## config.mk

```make
export PLATFORM = sky130hd
export DESIGN_NAME = vme_fair_requester
export DESIGN_NICKNAME = d
export VERILOG_FILES = /design/src/rtl/vfr_pkg.sv /design/src/rtl/vfr_sync.sv /design/src/rtl/vfr_fsm.sv /design/src/rtl/vme_fair_requester.sv
export SDC_FILE = /design/constraint.sdc
export NUM_CORES = 1
export LEC_CHECK = 0
export CAP_MARGIN = 20
export CORE_AREA = 3 3 40 42
export CTS_CLUSTER_SIZE = 10
export DETAILED_ROUTE_END_ITERATION = 8
export DIE_AREA = 0 0 43 45
export DONT_BUFFER_PORTS = 1
export PLACE_DENSITY = 0.43
export SETUP_SLACK_MARGIN = 0.15
export SLEW_MARGIN = 30
export SYNTH_ARGS = -nofsm -noshare
export SYNTH_HDL_FRONTEND = slang
export SYNTH_SLANG_ARGS = --single-unit
```

## constraint.sdc

```tcl
create_clock -name clk -period 1.4 [get_ports clk]
set_input_delay 0.14 -clock clk [delete_from_list [all_inputs] [get_ports clk]]
set_output_delay 0.14 -clock clk [all_outputs]
set_load 0.02 [all_outputs]
```

## src/rtl/vfr_pkg.sv

```systemverilog
package vfr_pkg;
  typedef enum logic [2:0] {
    ST_IDLE      = 3'd0,
    ST_WAIT_FAIR = 3'd1,
    ST_REQ       = 3'd2,
    ST_OWN       = 3'd3,
    ST_RELEASE   = 3'd4
  } arb_state_t;
endpackage

```

## src/rtl/vfr_sync.sv

```systemverilog
module vfr_sync #(
  parameter int WIDTH  = 3,
  parameter int STAGES = 2
) (
  input  logic             clk,
  input  logic             rst,
  input  logic [WIDTH-1:0] async_in,
  output logic [WIDTH-1:0] sync_out
);
  logic [WIDTH-1:0] pipe [STAGES];

  always_ff @(posedge clk) begin
    if (rst) pipe[0] <= '0;
    else     pipe[0] <= async_in;
  end

  for (genvar g = 1; g < STAGES; g++) begin : g_stage
    always_ff @(posedge clk) begin
      if (rst) pipe[g] <= '0;
      else     pipe[g] <= pipe[g-1];
    end
  end

  assign sync_out = pipe[STAGES-1];

  initial assert (STAGES >= 2) else $error("assert_min_stages_R11: need two or more stages");
endmodule

```

## src/rtl/vfr_fsm.sv

```systemverilog
module vfr_fsm
  import vfr_pkg::*;
(
  input  logic clk,
  input  logic rst,
  input  logic loc_req,
  input  logic loc_done,
  input  logic loc_rmw,
  input  logic s_bgin,
  input  logic s_brline,
  input  logic s_bbsyline,
  output logic br_out,
  output logic bbsy_out,
  output logic bgout,
  output logic loc_grant
);
  arb_state_t state, state_n;
  logic pass_n;

  // A grant passes when idle/waiting, or keeps passing once started.
  always_comb begin
    pass_n = s_bgin && (bgout || state == ST_IDLE || state == ST_WAIT_FAIR);
  end

  always_comb begin
    state_n = state;
    unique case (state)
      ST_IDLE:      if (loc_req) state_n = ST_REQ;
      ST_WAIT_FAIR: if (!s_brline) state_n = ST_IDLE;
      ST_REQ:       if (s_bgin && !bgout && !s_bbsyline) state_n = ST_OWN;
      ST_OWN:       if (loc_done && !loc_rmw) state_n = ST_RELEASE;
      ST_RELEASE:   if (!s_bgin) state_n = ST_WAIT_FAIR;
      default:      state_n = ST_IDLE;
    endcase
  end

  always_ff @(posedge clk) begin
    if (rst) begin
      state     <= ST_IDLE;
      br_out    <= 1'b0;
      bbsy_out  <= 1'b0;
      loc_grant <= 1'b0;
      bgout     <= 1'b0;
    end else begin
      state     <= state_n;
      br_out    <= (state_n == ST_REQ) || (state_n == ST_OWN);
      bbsy_out  <= (state_n == ST_OWN);
      loc_grant <= (state_n == ST_OWN);
      bgout     <= pass_n;
    end
  end

  assert_take_fresh_grant_R3: assert property (@(posedge clk) disable iff (rst)
    $rose(bbsy_out) |-> ($past(s_bgin) && !$past(s_bbsyline) && !$past(bgout)));
  assert_wait_busy_R4: assert property (@(posedge clk) disable iff (rst)
    $rose(loc_grant) |-> !$past(s_bbsyline));
  assert_pass_start_R5: assert property (@(posedge clk) disable iff (rst)
    $rose(bgout) |-> ($past(s_bgin) && !$past(br_out)));
  assert_no_grab_and_pass_R6: assert property (@(posedge clk) disable iff (rst)
    !(bbsy_out && bgout));
  assert_own_keeps_req_R7: assert property (@(posedge clk) disable iff (rst)
    bbsy_out |-> (br_out && loc_grant));
  assert_rmw_lock_R8: assert property (@(posedge clk) disable iff (rst)
    (loc_grant && loc_rmw) |=> loc_grant);
  assert_release_R9: assert property (@(posedge clk) disable iff (rst)
    (loc_grant && loc_done && !loc_rmw) |=> (!bbsy_out && !loc_grant && !br_out));
  assert_fair_request_R10: assert property (@(posedge clk) disable iff (rst)
    $rose(br_out) |-> ($past(state) == ST_IDLE));
endmodule

```

## src/rtl/vme_fair_requester.sv

```systemverilog
module vme_fair_requester #(
  parameter int SYNC_STAGES = 2
) (
  input  logic clk,
  input  logic rst,
  input  logic loc_req,
  input  logic loc_done,
  input  logic loc_rmw,
  input  logic bus_bgin,
  input  logic bus_br_line,
  input  logic bus_bbsy_line,
  output logic bus_br_out,
  output logic bus_bbsy_out,
  output logic bus_bgout,
  output logic loc_grant
);
  localparam int NUM_ASYNC = 3;

  logic [NUM_ASYNC-1:0] raw_in, synced;

  assign raw_in = {bus_bbsy_line, bus_br_line, bus_bgin};

  vfr_sync #(.WIDTH(NUM_ASYNC), .STAGES(SYNC_STAGES)) u_sync (
    .clk      (clk),
    .rst      (rst),
    .async_in (raw_in),
    .sync_out (synced)
  );

  vfr_fsm u_fsm (
    .clk        (clk),
    .rst        (rst),
    .loc_req    (loc_req),
    .loc_done   (loc_done),
    .loc_rmw    (loc_rmw),
    .s_bgin     (synced[0]),
    .s_brline   (synced[1]),
    .s_bbsyline (synced[2]),
    .br_out     (bus_br_out),
    .bbsy_out   (bus_bbsy_out),
    .bgout      (bus_bgout),
    .loc_grant  (loc_grant)
  );
endmodule

```

== Yosys cells after proc, flatten, opt, wreduce, memory -nomap -nowiden ==
Memories as Yosys holds them, arrays and structs flattened.
Cells that the tools add are included.

* Output and inout port bits: 4
* Flip-flop bits (word level): 6
* Logic and storage cells: 35
* Memories kept: 1
* Bits in writable memories: 6

* Bitwise operators: 2
* Equality and inequality tests: 6
* Reductions and logical operators: 11
* Muxes and demuxes: 11

{| class="wikitable"
|+ Memories
! memory !! depth !! bits a word !! read ports !! clocked after Yosys merged registers in !! write ports !! RTL line !! source
|-
| u_sync.pipe || 2 || 3 || 2 || 0 || 2 || vfr_sync.sv:10 || <nowiki>logic [WIDTH-1:0] pipe [STAGES];</nowiki>
|}

{| class="wikitable"
|+ Operators by type and width
! operator !! count
|-
| 3-bit two-way mux || 7
|-
| 3-bit case mux with 5 select lines || 1
|-
| 3-bit by 2-bit equality test with 1-bit output (second input constant) || 4
|-
| 1-bit logical AND || 4
|-
| 3-bit by 1-bit equality test with 1-bit output (second input constant) || 1
|-
| 3-bit equality test (second input constant) || 1
|-
| 1-bit logical NOT || 3
|-
| 3-bit logical NOT || 1
|-
| 1-bit logical OR || 3
|-
| 1-bit two-way mux || 3
|-
| 1-bit bitwise OR || 2
|}

== Logic depth before layout (Yosys ltp) ==
Gate-level depths: netlist (run 1).

* Depth after elaboration: 7
* Depth in mapped cells: 4
* Depth with buffers taken out: 3

== Cells and area by module ==
From an unflattened synthesis (run 1), not the netlist that was laid out.

* Cells, all modules: 41
* Area, all modules: 434.2 um2

{| class="wikitable"
|+ By module, submodules not included
! module !! instances !! area an instance (um2) !! cells each
|-
| vfr_fsm || 1 || 276.5 || 29
|-
| vfr_sync || 1 || 157.7 || 12
|}

== Worst setup path after synthesis (run 1) ==
Ideal clock, no wire load.

* Kind: reg2reg
* Start point: register u_fsm.bgout
* End point: register u_fsm.state[0]
* Cell stages (with the launch flop): 4
* Data arrival time: 825 ps
* Setup time: 92 ps
* Path slack: 483 ps
* Path through: dfxtp_1 nor4b_1 a21oi_1 o32ai_1

* Cells in the longest elaborated chain, start to end: 5

{| class="wikitable"
|+ Ends and longest elaborated chain
! what !! RTL line !! source
|-
| from (decl) || vfr_fsm.sv:14 || <nowiki>output logic bgout,</nowiki>
|-
| from (signal assigned) || vfr_fsm.sv:49 || <nowiki>bgout <= pass_n;</nowiki>
|-
| 1-bit logical NOT || vfr_fsm.sv:30 || <nowiki>ST_REQ: if (s_bgin && !bgout && !s_bbsyline) state_n = ST_OWN;</nowiki>
|-
| 1-bit logical AND (2 in a row) || vfr_fsm.sv:30 ||
|-
| 3-bit two-way mux || vfr_fsm.sv:30 ||
|-
| 3-bit case mux with 5 select lines || vfr_fsm.sv:27 || <nowiki>unique case (state)</nowiki>
|-
| to (signal assigned) || vfr_fsm.sv:45 || <nowiki>state <= state_n;</nowiki>
|-
| to (decl) || vfr_fsm.sv:17 || <nowiki>arb_state_t state, state_n;</nowiki>
|}

Every way passes these cells.
A chain may end at the register's enable or synchronous reset.

== Final worst setup path (run 1) ==
Ends and elaborated chain as after synthesis.

==> flow_summary_export.csv, run 1 <==
group,metric,value,unit
run_status,status,"completed",
global_routing,grt_max_degree,9,
critical_path,r2r_slack,0.40,ns
cells_and_area,nets,54,
timing,achievable-frequency,1.00,GHz
clock_network,cts_tree,"built",
floorplan,fp.dieH,45,um
cells_and_area,stdcell_area,474,um^2
floorplan,core_region_area,1280,um^2
cells_and_area,drive_above_1_share,6.82,%
routing,route.vias.total,291,
routing,first_iter_violations,10,
critical_path,cp.required,1.57,ns
routing,wl_per_cell,11.8,um
timing,period_share,71.1,%
placement,placed_cell_area,422,um^2
power,combPwrFrac,5.3,%
routing,drc,0,
placement,dp_hpwl,458,um
cells_and_area,diodes,0,
timing,timing.slew.headroom,74.5,%
synthesis,ys_warn_count,0,
power,switching_share,21.3,%
synthesis,syn_inst,40,
synthesis,yosys_register_bits,12,
timing,hold_viol_final,0,
routing,drtPass1Iterations,4,
critical_path,crit_type,"flip-flop to flip-flop",
power,clockPowerShare,33.1,%
hold_path,hp-class,"input port to flip-flop",
global_routing,antenna_found_initial,0,
floorplan,pin_count,12,
power,ir_drop,0.545,mV
cells_and_area,layout_common_cells,"12 x dfxtp_1, 6 x nor2b_1, 4 x nor2_1",
power,power_density,1270,nW/um^2
clock_network,path_clk_slew,0.07,ns
clock_network,numCtsBuffers,3,
placement,globalplace.congestion,0.640,
global_routing,overflow,0,
synthesis,syn_area,415,um^2
run,drv_cap,0,
timing,setup_viol,0,
clock_network,cts_buffer_depth,2,
synthesis,yosysSeqAreaShare,57.8,%
routing,postRouteAntennaNets,0,
floorplan,die-area,1940,um^2
critical_path,cp-start-kind,"flip-flop",
floorplan,num_rows,13,
global_routing,grt_pass1_vias,287,
power,seqPwrFrac,61.7,%
cells_and_area,layout_commonest_cell,"dfxtp_1",
synthesis,syn_avg_cell_area,10.4,um^2
floorplan,die_x,43,um
timing,finalWorstSetupSlack,0.405,ns
timing,min_period,0.995,ns
timing,rsz0062_at_grt,"no",
timing,finalSetupTns,0,ns
placement,dp_slack,0.429,ns
global_routing,grt_usage,8.70,%
clock_network,insertion_delay,0.26,ns
power,switchingPower,0.000128,W
global_routing,grt_pass1_wl,1150,um
critical_path,worstPathArrival,1.17,ns
clock_network,post_cts_buffers,0,
critical_path,worst_setup_path_end_kind,"flip-flop",
timing,fin_skew,0.00197,ns
timing,tightest_slew,0.382,ns
placement,portBuffers,0,
synthesis,synth_nets,48,
clock_network,cts.sinks,12,
routing,wl,699,um
synthesis,synthDistinctLibCells,15,
power,power,0.000602,W
routing,avgViaCountPerCell,4.93,
power,power.leakage,0.180,nW
cells_and_area,syn_to_final_growth,14.2,%
floorplan,start_util,32.3,%
power,p_int,0.000473,W
critical_path,path_max_fanout,3,
clock_network,htreeDepth,1,
clock_network,cts_root_buffer,"clkbuf_4",
timing,slew_viol_final,0,
[per-stage QoR]
| stage | hold WS, ns | instances | utilization, % |
|---|---|---|---|
| after floorplan | 0.268 | 40 | - |
| after global placement | 0.213 | 53 | 32.8 |
| after detailed placement | 0.214 | 53 | 32.8 |
| after CTS | 0.000830 | 59 | 36.9 |
| after global routing | 0.0184 | 59 | 36.9 |
| final | 0.00900 | 59 | 36.9 |
[timing repair]
item,in CTS,in global routing
hold buffers,3,0
endpoints found under the hold margin,8,0
gates resized for setup,0,0
[synthesized netlist by cell type]
master    count  area, um^2
dfxtp_1      12         240
nor2b_1       6        37.5
nor2_1        4        15.0
nand2_1       3        11.3
a21boi_0      2        15.0
a21oi_1       2        10.0
and3b_1       2        17.5
o21bai_1      2        15.0
buf_4         1        7.51
clkbuf_2      1        5.00
nand2b_1      1        6.26
nand3b_1      1        7.51
nor4b_1       1        8.76
o32a_1        1        10.0
o32ai_1       1        8.76
[routing by layer]
layer	global-route usage [%]	share of wire, %	vias to the layer above	wire length [um]
li1	-	-	143	-
met1	8.05	43	134	300
met2	14.1	46	12	319
met3	4.78	10	2	72
met4	7.23	0.86	0	6
met5	0	0	-	0
[worst max-delay path, cell delays in order (launching register included)]
cell	delay, ns
dfxtp_1	0.38
nor4b_1	0.31
a21oi_1	0.09
o32ai_1	0.13
[state kept, by name, summed over array words and instances (netlist names)]
signal and count:
u_fsm.state 3, u_fsm.bbsy_out 1, u_fsm.bgout 1, u_fsm.br_out 1
u_sync.pipe 6
[power by group through the flow]
stage                      logic, W  registers [W]  clock network, W
final                     0.0000318       0.000371          0.000199
after global routing      0.0000366       0.000373          0.000230
after CTS                 0.0000320       0.000371          0.000212
after detailed placement  0.0000225       0.000379                 0
after global placement    0.0000217       0.000379                 0
after floorplan           0.0000247       0.000375                 0
[path summary, 6_finish.rpt]
path	start	endpoint	cells past startpoint
max reg2reg	u_fsm.bgout	u_fsm.state[0]	3
min reg2reg	u_sync.pipe[0][1]	u_sync.pipe[1][1]	1
min	bus_bbsy_line	u_sync.pipe[0][2]	1
max	u_fsm.bgout	u_fsm.state[0]	3
[layout make-up]
class | count | area [um^2]
well taps | 15 | 18.8
flip-flops and latches | 12 | 240
multi-input cells | 26 | 163
repair buffers | 3 | 30.0
fillers | 143 | 811
clock buffers | 3 | 22.5
[kinds of logic after synthesis]
group | count (synthesis) | synth area share (%)
buf+inv | 2 | 3.01
compound gates | 8 | 14.2
simple gates | 18 | 25.0
flops | 12 | 57.8
Note: power is estimated with default switching activity, not from simulation.
==> inputs of run 2 (changes only) <==
==> constraint.sdc (replaced) <==
create_clock -name clk -period 1.01 [get_ports clk]
set_input_delay 0.101 -clock clk [delete_from_list [all_inputs] [get_ports clk]]
set_output_delay 0.101 -clock clk [all_outputs]
set_load 0.02 [all_outputs]
==> run 2 against run 1 <==
  * Core utilization is 5.1 points higher
  * Die area did not move
  * Clock power grew 86%
  * Routed wire length rose by 1.9%
  * Cell area up 14%
  * Sequential share of layout area shrank 3.8 points
  * Setup slack got worse by 0.30 ns
  * Combinational power up 66%
  * First-iteration DRC count shrank 90%
  * Global-route usage up 0.19 points
==> flow_summary_export.csv, run 2 (synthesis results as in run 1) <==
group,metric,value,unit
run_status,status,"completed",
power,power.leakage,0.207,nW
critical_path,worstPathArrival,1.08,ns
routing,drc,0,
critical_path,r2r_end,"u_fsm.state[0]",
routing,wl,712,um
timing,timing.slew.headroom,86.2,%
critical_path,critical-path-slowest-cell,"dfxtp_4",
critical_path,critical_path_buf_inv_count,0,
clock_network,cts.sinks,12,
routing,top_layer,"met3",
floorplan,die-area,1940,um^2
power,power,0.000937,W
timing,rsz0062_at_grt,"yes",
cells_and_area,syn_to_final_growth,29.8,%
critical_path,r2r_slack,0.10,ns
routing,wl_met2,360,um
timing,tightest_slew,0.208,ns
hold_path,hp-class,"input port to flip-flop",
cells_and_area,layout_common_cells,"6 x nor2b_1, 6 x dfxtp_1, 5 x dlygate4sd3_1",
cells_and_area,largest_register_ff_count,6,
cells_and_area,reg.largest.list,"u_sync.pipe x6, u_fsm.state x3",
routing,drtPass1Iterations,4,
clock_network,insertion_delay,0.27,ns
routing,route.vias.total,299,
timing,min_period,0.906,ns
routing,first_iter_violations,1,
clock_network,cts_root_buffer,"clkbuf_4",
floorplan,fp.dieH,45,um
power,seqPwrFrac,54.7,%
routing,wl_per_cell,11.5,um
timing,finalSetupTns,0,ns
hold_path,holdPathEnd,"u_fsm.bbsy_out",
floorplan,start_util,32.3,%
floorplan,pin_count,12,
clock_network,numCtsBuffers,3,
power,switchingPower,0.000194,W
critical_path,max_stage_delay,0.37,ns
critical_path,r2r-start,"u_fsm.state[0]",
placement,dp_hpwl,454,um
timing,slew_viol_final,0,
routing,avgViaCountPerCell,4.82,
global_routing,grt_pass1_wl,1150,um
cells_and_area,fillers,137,
critical_path,path_cells,"nor4b_4 > a21oi_2 > o32ai_1",
power,p_int,0.000743,W
critical_path,path_max_fanout,7,
routing,postRouteAntennaNets,0,
cells_and_area,diodes,0,
timing,period_share,89.7,%
critical_path,r2r_cells,3,
critical_path,cp.required,1.18,ns
clock_network,cts_tree,"built",
timing,setup_viol,0,
power,ir_drop,1.02,mV
clock_network,cts_buffer_depth,2,
placement,globalplace.congestion,0.626,
critical_path,crit_family,"flip-flops",
critical_path,worst_setup_path_end_kind,"flip-flop",
routing,met3_length,86,um
cells_and_area,drive_above_1_share,25.5,%
timing,fin_skew,0.000530,ns
floorplan,die_x,43,um
timing,achievable-frequency,1.10,GHz
hold_path,worst_hold_startpoint,"rst",
cells_and_area,utilization,42.0,%
power,clockPowerShare,39.7,%
power,combPwrFrac,5.6,%
critical_path,cp-start-kind,"flip-flop",
cells_and_area,regMostFlops,"u_sync.pipe",
global_routing,grt_pass1_vias,297,
clock_network,htreeDepth,1,
global_routing,antenna_found_initial,0,
critical_path,crit_type,"flip-flop to flip-flop",
cells_and_area,nets,56,
placement,portBuffers,0,
global_routing,grt_max_degree,8,
global_routing,grt_usage,8.89,%
timing,hold_viol_final,0,
routing,wl_met1,265,um
floorplan,core_region_area,1280,um^2
power,switching_share,20.7,%
clock_network,path_clk_slew,0.07,ns
power,power_density,1740,nW/um^2
hold_path,hold_depth,3,
global_routing,overflow,0,
run,drv_cap,0,
floorplan,num_rows,13,
run 2: cell types whose count changed in the layout (fill, tap and decap cells not counted), sizes merged:
cell / change
clkbuf: +1
dlygate4sd3: +2
run 2: repair_timing:
item / 4_1_cts / 5_1_grt
hold buffers: 4 / 1
pin swaps: 3 / 1
cloned: 0 / 0
setup endpoints to repair: 5 / 5
setup buffers: 0 / 0
gates resized for setup: 5 / 3
endpoints found under the hold margin: 8 / 1
run 2: final cells by class:
type                            count  area, um^2  share of cell area (%)
Timing Repair Buffer                5        50.0                    9.28
Multi-Input combinational cell     26         181                    33.6
Sequential cell                    12         253                    46.9
Tap cell                           15        18.8                    3.48
Clock buffer                        4        36.3                    6.73
run 2: worst max-delay path by stage:
stage	to	slack [ns]	cells past startpoint	startpoint
5_1_grt	u_fsm.state[0]	0.08	3	u_fsm.state[0]
6_report	u_fsm.state[0]	0.10	3	u_fsm.state[0]
3_3_place_gp	u_fsm.state[0]	0.1	3	u_fsm.bgout
2_1_floorplan	u_fsm.state[0]	0.16	3	u_fsm.bgout
3_5_place_dp	u_fsm.state[0]	0.09	3	u_fsm.bgout
4_1_cts	u_fsm.state[0]	0.09	3	u_fsm.state[0]
run 2: power groups by stage:
stage               combinational [W]  clock, W  sequential [W]
floorplan                   0.0000348         0        0.000521
global route                0.0000592  0.000420        0.000515
global placement            0.0000311         0        0.000526
CTS                         0.0000470  0.000394        0.000511
detailed placement          0.0000325         0        0.000526
finish                      0.0000528  0.000371        0.000512
run 2: layer usage:
metal  up-vias  GRT usage, %
met1       136          7.37
met4         0          3.61
met5         -             0
met2        14          15.3
met3         0          7.57
li1        149             -
run 2: through the flow:
step           setup WS [ns]  std cells  hold slack (ns)  instance area, um^2
5_1_grt               0.0781         62           0.0345                  539
6_report               0.104         62           0.0269                  539
2_1_floorplan          0.161         40            0.229                  424
4_1_cts               0.0941         61          0.00382                  515
3_3_place_gp          0.0961         53            0.174                  430
3_5_place_dp          0.0941         53            0.175                  430
run 2: tightest hold or removal path, delay by kind of cell:
kind          cells  cell delay (ns)
simple gates      3             0.16
==> inputs of run 3 (changes only) <==
==> constraint.sdc (replaced) <==
create_clock -name clk -period 1.01 [get_ports clk]
set_input_delay 0.1515 -clock clk [delete_from_list [all_inputs] [get_ports clk]]
set_output_delay 0.1515 -clock clk [all_outputs]
set_load 0.02 [all_outputs]
==> run 3 against run 2 <==
  * Core utilization fell by 0.49 points
  * Power down 0.60%
  * Register-to-register slack barely moved
  * Sequential power about the same
  * Non-clock buffer count fell by 1
  * First-iteration DRC count is the same
  * Critical path type unchanged
  * Critical endpoint unchanged
  * Highest routed layer unchanged
==> flow_summary_export.csv, run 3 (synthesis results as in run 1) <==
group,metric,value,unit
run_status,status,"completed",
timing,tightest_slew,0.197,ns
cells_and_area,drive_above_1_share,28.3,%
hold_path,hold_depth,1,
cells_and_area,largest_register_ff_count,6,
routing,wl,687,um
global_routing,grt_max_degree,8,
critical_path,cp_num_cells,3,
timing,timing.slew.headroom,86.8,%
critical_path,critPathLaunch,"u_fsm.state[0]",
clock_network,cts.sinks,12,
floorplan,num_rows,13,
critical_path,r2r_cells,3,
clock_network,insertion_delay,0.27,ns
run,drv_cap,0,
placement,portBuffers,0,
cells_and_area,regMostFlops,"u_sync.pipe",
critical_path,max_stage_delay,0.37,ns
routing,avgViaCountPerCell,4.85,
clock_network,post_cts_buffers,0,
floorplan,fp.dieH,45,um
floorplan,pin_count,12,
timing,period_share,89.8,%
timing,finalWorstSetupSlack,0.103,ns
placement,dp_hpwl,454,um
routing,drc,0,
routing,route.vias.total,296,
placement,globalplace.congestion,0.626,
hold_path,worst_hold_startpoint,"rst",
critical_path,worstPathArrival,1.08,ns
critical_path,critical-path-slowest-cell,"dfxtp_4",
global_routing,grt_pass1_vias,297,
critical_path,r2r-start,"u_fsm.state[0]",
timing,hold_viol_final,0,
critical_path,path_max_fanout,7,
timing,min_period,0.907,ns
routing,postRouteAntennaNets,0,
clock_network,cts_root_buffer,"clkbuf_4",
critical_path,crit_type,"flip-flop to flip-flop",
clock_network,cts_tree,"built",
critical_path,worst_setup_path_end_kind,"flip-flop",
clock_network,cts_buffer_depth,2,
critical_path,path_cells,"nor4b_4 > a21oi_2 > o32ai_1",
power,power.leakage,0.204,nW
global_routing,antenna_found_initial,0,
floorplan,die-area,1940,um^2
power,power,0.000931,W
power,ir_drop,1.02,mV
cells_and_area,layout_commonest_cell,"nor2b_1",
placement,dp_slack,0.0941,ns
cells_and_area,nets,55,
routing,drtPass1Iterations,4,
timing,fin_skew,0.000924,ns
hold_path,hp-class,"input port to flip-flop",
timing,whs,0.0664,ns
critical_path,critical_path_buf_inv_count,0,
floorplan,start_util,32.3,%
critical_path,crit_family,"flip-flops",
global_routing,overflow,0,
power,power_density,1750,nW/um^2
floorplan,die_x,43,um
cells_and_area,fillers,136,
routing,first_iter_violations,1,
floorplan,core_region_area,1280,um^2
global_routing,grt_pass1_wl,1150,um
clock_network,numCtsBuffers,3,
clock_network,path_clk_slew,0.07,ns
cells_and_area,layout_common_cells,"6 x nor2b_1, 5 x dfxtp_1, 4 x nor2_1, 4 x dlygate4sd3_1, 4 x dfxtp_2",
timing,rsz0062_at_grt,"yes",
timing,achievable-frequency,1.10,GHz
critical_path,cp-start-kind,"flip-flop",
global_routing,grt_usage,8.89,%
timing,setup_viol,0,
routing,wl_per_cell,11.3,um
cells_and_area,syn_to_final_growth,28.3,%
clock_network,htreeDepth,1,
timing,finalSetupTns,0,ns
critical_path,cp.required,1.18,ns
cells_and_area,reg.largest.list,"u_sync.pipe x6, u_fsm.state x3",
cells_and_area,diodes,0,
cells_and_area,utilization,41.5,%
timing,slew_viol_final,0,
==> run 3: changes by cell type in the layout (fill, tap and decap cells not counted) <==
cell / delta
dlygate4sd3_1: -1
dfxtp_1: -1
dfxtp_4: +1
==> run 3: stage by stage <==
stage	cells	instance area [um^2]
finish	61	533
detailed placement	53	430
global route	61	533
floorplan	40	424
CTS	61	519
global placement	53	430
==> run 3: final cells by class <==
type	instances	area (um^2)	area share (%)
Timing Repair Buffer	4	40.0	7.51
Multi-Input combinational cell	26	181	34.0
Sequential cell	12	256	48.1
Clock buffer	4	36.3	6.81
Tap cell	15	18.8	3.52
==> run 3: repair_timing <==
action,in CTS,in global routing
pin swaps,3,1
endpoints found under the hold margin,8,0
hold buffers,4,0
endpoints found under the setup margin,6,7
resized for setup,7,3
==> run 3: worst reg2reg max path, cell delays in order, from the launching register on <==
cell	delay, ns
dfxtp_4	0.37
nor4b_4	0.28
a21oi_2	0.07
o32ai_1	0.10
==> run 3: final timing paths <==
path | endpoint | slack [ns]
worst max-delay path | u_fsm.state[0] | 0.10
worst min-delay path | u_fsm.bgout | 0.07
worst max register to register | u_fsm.state[0] | 0.10
worst min register to register | u_sync.pipe[1][1] | 0.44
==> run 3: where the power goes <==
group	switching [W]	internal, W	total [W]
Sequential	0.0000218	0.000489	0.000511
Combinational	0.0000190	0.0000305	0.0000496
Clock	0.000152	0.000219	0.000370
Total	0.000192	0.000739	0.000931
==> run 3: per-layer routing <==
metal / track usage, % / part of all wire (%) / wire length (um) / up-vias
met5: 0 / 0 / 0 / -
met4: 3.61 / 0 / 0 / 0
met3: 7.57 / 13 / 86 / 0
met2: 15.3 / 50 / 344 / 15
met1: 7.37 / 37 / 255 / 133
li1: - / - / - / 148
